$ cat config.mk
export PLATFORM = sky130hd
export DESIGN_NAME = vec_irq_ctrl
export DESIGN_NICKNAME = d
export VERILOG_FILES = /design/src/rtl/vec_irq_pkg.sv /design/src/rtl/vec_irq_edge.sv /design/src/rtl/vec_irq_datapath.sv /design/src/rtl/vec_irq_control.sv /design/src/rtl/vec_irq_ctrl.sv
export SDC_FILE = /design/constraint.sdc
export NUM_CORES = 1
export LEC_CHECK = 0
export BUFFER_PORTS_ARGS = -buffer_cell sky130_fd_sc_hd__buf_2
export CORE_MARGIN = 8
export CORE_UTILIZATION = 30
export CTS_CLUSTER_SIZE = 24
export DETAILED_ROUTE_END_ITERATION = 7
export PLACE_DENSITY = 0.54
export RECOVER_POWER = 100
export SYNTH_ARGS = -nofsm -noshare
export SYNTH_HDL_FRONTEND = slang
export SYNTH_SLANG_ARGS = --single-unit
$ cat constraint.sdc
create_clock -name clk -period 2.05 [get_ports clk]
set_input_delay 0.615 -clock clk [delete_from_list [all_inputs] [get_ports clk]]
set_output_delay 0.615 -clock clk [all_outputs]
set_load 0.01 [all_outputs]
$ cat src/rtl/vec_irq_pkg.sv
package vec_irq_pkg;

  // Register select codes shared by the write and read paths.
  typedef enum logic [1:0] {
    REG_ENABLE   = 2'd0,
    REG_POLARITY = 2'd1,
    REG_REQUEST  = 2'd2,
    REG_STATUS   = 2'd3
  } reg_sel_e;

  // Strobes from the control to the datapath, valid for one clock.
  typedef struct packed {
    logic wrEnable;
    logic wrPolarity;
    logic wrRequest;
    logic ackBreak;
    logic ackMaskable;
    logic setMask;
    logic clrMask;
  } strobe_t;

endpackage

$ cat src/rtl/vec_irq_edge.sv
module vec_irq_edge #(
  parameter int NUM_EXT = 6
) (
  input  logic               clk,
  input  logic               rstN,
  input  logic [NUM_EXT-1:0] lineIn,
  input  logic [NUM_EXT-1:0] polarity,
  output logic [NUM_EXT-1:0] edgeHit
);

  genvar k;
  generate
    for (k = 0; k < NUM_EXT; k++) begin : g_line
      logic syncA;
      logic syncB;
      logic levelPrev;
      logic level;

      // Polarity is folded in before the history flop, so flipping it
      // can produce an edge of its own.
      assign level = syncB ^ polarity[k];

      always_ff @(posedge clk) begin
        if (!rstN) begin
          syncA     <= 1'b0;
          syncB     <= 1'b0;
          levelPrev <= 1'b0;
        end else begin
          syncA     <= lineIn[k];
          syncB     <= syncA;
          levelPrev <= level;
        end
      end

      assign edgeHit[k] = level & ~levelPrev;
    end
  endgenerate

endmodule

$ cat src/rtl/vec_irq_datapath.sv
module vec_irq_datapath
  import vec_irq_pkg::*;
#(
  parameter int NUM_EXT = 6,
  parameter int NUM_INT = 7
) (
  input  logic                          clk,
  input  logic                          rstN,
  input  strobe_t                       stb,
  input  logic [NUM_EXT+NUM_INT-1:0]    wrData,
  input  logic [NUM_EXT+NUM_INT-1:0]    winOh,
  input  logic [NUM_EXT-1:0]            edgeHit,
  input  logic [NUM_INT-1:0]            intPulse,
  input  logic                          brkReq,
  input  logic [1:0]                    rdSel,
  output logic [NUM_EXT+NUM_INT-1:0]    reqQ,
  output logic [NUM_EXT+NUM_INT-1:0]    enQ,
  output logic [NUM_EXT-1:0]            polQ,
  output logic                          brkQ,
  output logic                          maskQ,
  output logic [NUM_EXT+NUM_INT-1:0]    rdData
);

  localparam int NUM_MASK = NUM_EXT + NUM_INT;

  logic [NUM_MASK-1:0] reqNext;
  logic [NUM_MASK-1:0] hwSet;

  assign hwSet = {intPulse, edgeHit};

  // Software clear and take clear first, hardware set last so it wins.
  always_comb begin
    reqNext = reqQ;
    if (stb.wrRequest)   reqNext = reqNext & wrData;
    if (stb.ackMaskable) reqNext = reqNext & ~winOh;
    reqNext = reqNext | hwSet;
  end

  always_ff @(posedge clk) begin
    if (!rstN) begin
      reqQ  <= '0;
      enQ   <= '0;
      polQ  <= '0;
      brkQ  <= 1'b0;
      maskQ <= 1'b1;
    end else begin
      reqQ <= reqNext;
      if (stb.wrEnable)   enQ  <= wrData;
      if (stb.wrPolarity) polQ <= wrData[NUM_EXT-1:0];
      brkQ <= brkReq | (brkQ & ~stb.ackBreak);
      if (stb.setMask)      maskQ <= 1'b1;
      else if (stb.clrMask) maskQ <= 1'b0;
    end
  end

  always_comb begin
    rdData = '0;
    case (reg_sel_e'(rdSel))
      REG_ENABLE:   rdData = enQ;
      REG_POLARITY: rdData[NUM_EXT-1:0] = polQ;
      REG_REQUEST:  rdData = reqQ;
      REG_STATUS:   rdData[1:0] = {brkQ, maskQ};
      default:      rdData = '0;
    endcase
  end

endmodule

$ cat src/rtl/vec_irq_control.sv
module vec_irq_control
  import vec_irq_pkg::*;
#(
  parameter int NUM_EXT = 6,
  parameter int NUM_INT = 7
) (
  input  logic                                 regWrEn,
  input  logic [1:0]                           regAddr,
  input  logic                                 take,
  input  logic                                 gdClear,
  input  logic [NUM_EXT+NUM_INT-1:0]           reqQ,
  input  logic [NUM_EXT+NUM_INT-1:0]           enQ,
  input  logic                                 maskQ,
  input  logic                                 brkQ,
  output strobe_t                              stb,
  output logic [NUM_EXT+NUM_INT-1:0]           winOh,
  output logic                                 irqValid,
  output logic [$clog2(NUM_EXT+NUM_INT+1)-1:0] irqVector
);

  localparam int NUM_MASK = NUM_EXT + NUM_INT;
  localparam int VEC_W    = $clog2(NUM_MASK + 1);

  logic [NUM_MASK-1:0] pend;
  logic [VEC_W-1:0]    winVec;
  logic                anyPend;
  logic                takeOk;
  reg_sel_e            sel;

  assign pend = reqQ & enQ & {NUM_MASK{~maskQ}};

  // Lowest index wins: scan from the top so the last hit stands.
  always_comb begin
    winOh   = '0;
    winVec  = '0;
    anyPend = 1'b0;
    for (int i = NUM_MASK - 1; i >= 0; i--) begin
      if (pend[i]) begin
        winOh    = '0;
        winOh[i] = 1'b1;
        winVec   = VEC_W'(i + 1);
        anyPend  = 1'b1;
      end
    end
  end

  assign irqValid  = brkQ | anyPend;
  assign irqVector = brkQ ? '0 : winVec;
  assign takeOk    = take & irqValid;
  assign sel       = reg_sel_e'(regAddr);

  always_comb begin
    stb             = '0;
    stb.wrEnable    = regWrEn && (sel == REG_ENABLE);
    stb.wrPolarity  = regWrEn && (sel == REG_POLARITY);
    stb.wrRequest   = regWrEn && (sel == REG_REQUEST);
    stb.ackBreak    = takeOk & brkQ;
    stb.ackMaskable = takeOk & ~brkQ;
    stb.setMask     = takeOk;
    stb.clrMask     = gdClear;
  end

endmodule

$ cat src/rtl/vec_irq_ctrl.sv
module vec_irq_ctrl
  import vec_irq_pkg::*;
#(
  parameter int NUM_EXT = 6,
  parameter int NUM_INT = 7,
  localparam int NUM_MASK = NUM_EXT + NUM_INT,
  localparam int VEC_W    = $clog2(NUM_MASK + 1)
) (
  input  logic                clk,
  input  logic                rstN,
  input  logic [NUM_EXT-1:0]  extIn,
  input  logic [NUM_INT-1:0]  intPulse,
  input  logic                brkReq,
  input  logic                regWrEn,
  input  logic [1:0]          regAddr,
  input  logic [NUM_MASK-1:0] regWrData,
  output logic [NUM_MASK-1:0] regRdData,
  input  logic                take,
  input  logic                gdClear,
  output logic                irqValid,
  output logic [VEC_W-1:0]    irqVector
);

  strobe_t             stb;
  logic [NUM_MASK-1:0] winOh;
  logic [NUM_EXT-1:0]  edgeHit;
  logic [NUM_MASK-1:0] reqQ;
  logic [NUM_MASK-1:0] enQ;
  logic [NUM_EXT-1:0]  polQ;
  logic                brkQ;
  logic                maskQ;

  vec_irq_edge #(.NUM_EXT(NUM_EXT)) u_edge (
    .clk      (clk),
    .rstN     (rstN),
    .lineIn   (extIn),
    .polarity (polQ),
    .edgeHit  (edgeHit)
  );

  vec_irq_datapath #(.NUM_EXT(NUM_EXT), .NUM_INT(NUM_INT)) u_dp (
    .clk      (clk),
    .rstN     (rstN),
    .stb      (stb),
    .wrData   (regWrData),
    .winOh    (winOh),
    .edgeHit  (edgeHit),
    .intPulse (intPulse),
    .brkReq   (brkReq),
    .rdSel    (regAddr),
    .reqQ     (reqQ),
    .enQ      (enQ),
    .polQ     (polQ),
    .brkQ     (brkQ),
    .maskQ    (maskQ),
    .rdData   (regRdData)
  );

  vec_irq_control #(.NUM_EXT(NUM_EXT), .NUM_INT(NUM_INT)) u_ctl (
    .regWrEn   (regWrEn),
    .regAddr   (regAddr),
    .take      (take),
    .gdClear   (gdClear),
    .reqQ      (reqQ),
    .enQ       (enQ),
    .maskQ     (maskQ),
    .brkQ      (brkQ),
    .stb       (stb),
    .winOh     (winOh),
    .irqValid  (irqValid),
    .irqVector (irqVector)
  );

endmodule

==> flow_summary_export.csv <==
group,metric,value,unit
synthesis,synthAdderAreaFrac,0,%
critical_path,slowest_stage,"dfxtp_2",
critical_path,path_max_fanout,3,
routing,vias_per_cell,4.95,
finish,seqCellArea,1070,um2
synthesis,synthSimpleGateAreaFrac,21.8,%
timing,slew_violations,0,
finish,final_cell_mix,"58 x buf_4, 49 x buf_2, 42 x nand2_1",
synthesis,ys.flop_type,"dfxtp_1",
critical_path,cp_top_family,"simple AND/OR/NAND/NOR gates",
finish,multi_input_area,1520,um2
timing,max_freq,0.425,GHz
synthesis,ys_seq_area_share,41.0,%
timing,setup_tns,-1720,ps
routing,vias,2492,
finish,fin_area,3610,um2
global_route,grt-ovfl-total,0,
timing,setup_viol,13,
power_and_ir_drop,leakagePower,1.60,nW
finish,final_nets,431,
die,ios,52,
synthesis,ys_ff_latch,52,
critical_path,endpoint_kind,"output pin",
timing,min_period,2360,ps
min_path,hp-class,"reg -> reg",
critical_path,worstPathArrival,1740,ps
die,dieArea,11700,um2
placed_design,post_dp_cell_area,3300,um2
synthesis,synth-xor-area-share,2.07,%
clocking,clockBufferDepth,2,
finish,nFillCells,816,
power_and_ir_drop,ir_drop,0.307,mV
synthesis,synthArstFlopShare,0,%
clocking,clock_latency,310,ps
critical_path,critical_path_class,"reg -> out",
critical_path,critPathRequiredTime,1430,ps
routing,remaining_drc_errors,0,
routing,drt_first_pass_iters,4,
finish,area_delta_synth_final,42.2,%
critical_path,critPathMaxStageDelay,340,ps
routing,postRouteAntennaNets,0,
timing,skew,5.88,ps
die,core_area,8220,um2
synthesis,yosys_warnings,0,
die,die_w,108,um
placed_design,dp_slack,-53.9,ps
run,drv_cap,0,
global_route,grt.total_usage,13.6,%
timing,rsz0062_at_grt,"yes",
global_route,antenna_found_initial,0,
die,die_h,108,um
finish,final_common_cell,"buf_4",
placed_design,dp_hpwl,5830,um
synthesis,muxShareOfSynthArea,8.47,%
power_and_ir_drop,p_per_area,576,nW/um2
timing,max-slew-margin-rel,13.2,%
placed_design,portBuffers,51,
synthesis,synth_top_family_by_area,"compound AO/OA/AOI/OAI gates",
synthesis,netlist_area,2540,um2
timing,setup_ws,-306,ps
timing,tightest_slew,1300,ps
finish,drive_gt1_share,42.7,%
global_route,grt_max_degree,37,
critical_path,crit_buf_inv,1,
die,start_util,30.9,%
critical_path,critPathLaunchType,"flip-flop",
timing,finalHoldViolCount,0,
placed_design,place_inst,481,
clocking,htreeDepth,2,
run_status,status,"finished with violations",
clocking,cts_buffers,5,
routing,detail_route.wl_per_cell,15.6,um
die,fp-row-count,33,
routing,drt_iter0_drc,86,
routing,postRouteWirelength,7850,um
synthesis,synth_edf_count,0,
clocking,clk_pin_slew,100,ps
timing,fin_crit_sh,115,%
clocking,clockRootBuffer,"clkbuf_8",
clocking,cts_tree,"yes",
power_and_ir_drop,total_power,2.08,mW
global_route,grt_pass1_vias,2655,
synthesis,synth_compound_area_share,22.9,%
finish,instances_no_fill,503,
synthesis,synth_cell_types,48,
critical_path,crit_chain,"a22oi_2, a41oi_2, or2_4, or3_1, buf_2",
synthesis,synth_nets,319,
clocking,cts_hold_buf,0,
synthesis,syn_inst,285,
global_route,grt_pass1_wl,12700,um
synthesis,avgSynthCellArea,8.92,um2
placed_design,place_congestion,0.834,
finish,antenna_cells,0,
run_status,violations,"setup timing",
clocking,cts.sinks,52,
[where the power goes]
part | internal [mW] | switching, mW | leakage [nW] | total [mW]
Sequential | 1.06 | 0.0405 | 0.434 | 1.10
Combinational | 0.197 | 0.187 | 1.12 | 0.384
Clock | 0.244 | 0.350 | 0.0414 | 0.593
[logic make-up after synthesis]
group | Yosys count
flip-flops | 52
XOR/XNOR | 6
buffers and inverters | 22
multiplexers | 19
AO/OA/AOI/OAI | 78
AND/OR/NAND/NOR | 108
[state kept, by name (all words and copies together), names as in the netlist]
signal	flops
u_dp.reqQ	13
u_dp.brkQ	1
u_dp.polQ	6
u_edge.g_line.levelPrev	6
u_dp.maskQ	1
u_edge.g_line.syncB	6
u_dp.enQ	13
u_edge.g_line.syncA	6
[worst paths after layout]
check	cells after the start	start	slack, ps	endpoint
setup / recovery	5	u_dp.reqQ[8]$_SDFF_PN0_	-310	irqValid
hold reg to reg	1	u_edge.g_line[4].levelPrev$_SDFF_PN0_	420	u_dp.reqQ[4]$_SDFF_PN0_
setup reg to reg	5	u_dp.brkQ$_SDFF_PN0_	310	u_dp.reqQ[5]$_SDFF_PN0_
hold / removal	1	u_edge.g_line[4].levelPrev$_SDFF_PN0_	420	u_dp.reqQ[4]$_SDFF_PN0_
[cells in the mapped netlist (all sizes together), types with 2 or more instances]
master / instances / share of area, %
nor4: 2 / 0.49
nand3: 5 / 0.98
xor2: 5 / 1.7
a21oi: 7 / 1.4
nor2: 13 / 1.9
o2111ai: 2 / 0.69
nor4b: 3 / 1.0
clkbuf: 7 / 1.0
a21boi: 13 / 3.8
and2: 13 / 3.2
mux2i: 17 / 6.7
or2: 3 / 0.84
a41oi: 5 / 2.0
mux4: 2 / 1.8
o21a: 9 / 2.7
dfxtp: 52 / 41
nand3b: 2 / 0.59
nor3b: 3 / 1.7
a22oi: 5 / 2.2
nor2b: 10 / 2.5
nand2: 48 / 7.1
a211oi: 6 / 1.8
a31oi: 2 / 0.49
o22ai: 5 / 1.2
o211ai: 4 / 1.2
o21ai: 12 / 2.4
nand2b: 2 / 0.49
nor3: 2 / 0.39
buf: 9 / 1.9
inv: 6 / 0.89
[timing repair]
item                                   4_1_cts  5_1_grt
endpoints found under the hold margin        0        0
setup buffers                                6        9
setup endpoints to repair                    7        8
gates resized for setup                     33       21
pin swaps                                   16        8
gates cloned                                 0        0
[through the flow]
stage | hold slack, ps | util (%)
2_1_floorplan | 388 | -
3_3_place_gp | 399 | 40.2
3_5_place_dp | 407 | 40.2
4_1_cts | 420 | 43.0
5_1_grt | 438 | 44.0
6_report | 418 | 44.0
[final cells by class]
class / count / share of cell area [%]
Multi-Input combinational cell: 211 / 42.2
Sequential cell: 52 / 29.6
Timing Repair Buffer: 121 / 21.5
Tap cell: 105 / 3.64
Clock buffer: 6 / 2.01
Inverter: 6 / 0.623
Clock inverter: 2 / 0.450
[metal layers]
layer / part of all wire [%] / routed length, um / global-route usage (%) / up-vias
met5: 0 / 0 / 0 / -
li1: - / - / - / 1236
met3: 4.8 / 378 / 3.27 / 9
met4: 1.2 / 91 / 3.67 / 0
met1: 46 / 3630 / 16.5 / 1200
met2: 48 / 3760 / 23.2 / 47
Note: power is estimated with default switching activity, not from simulation.
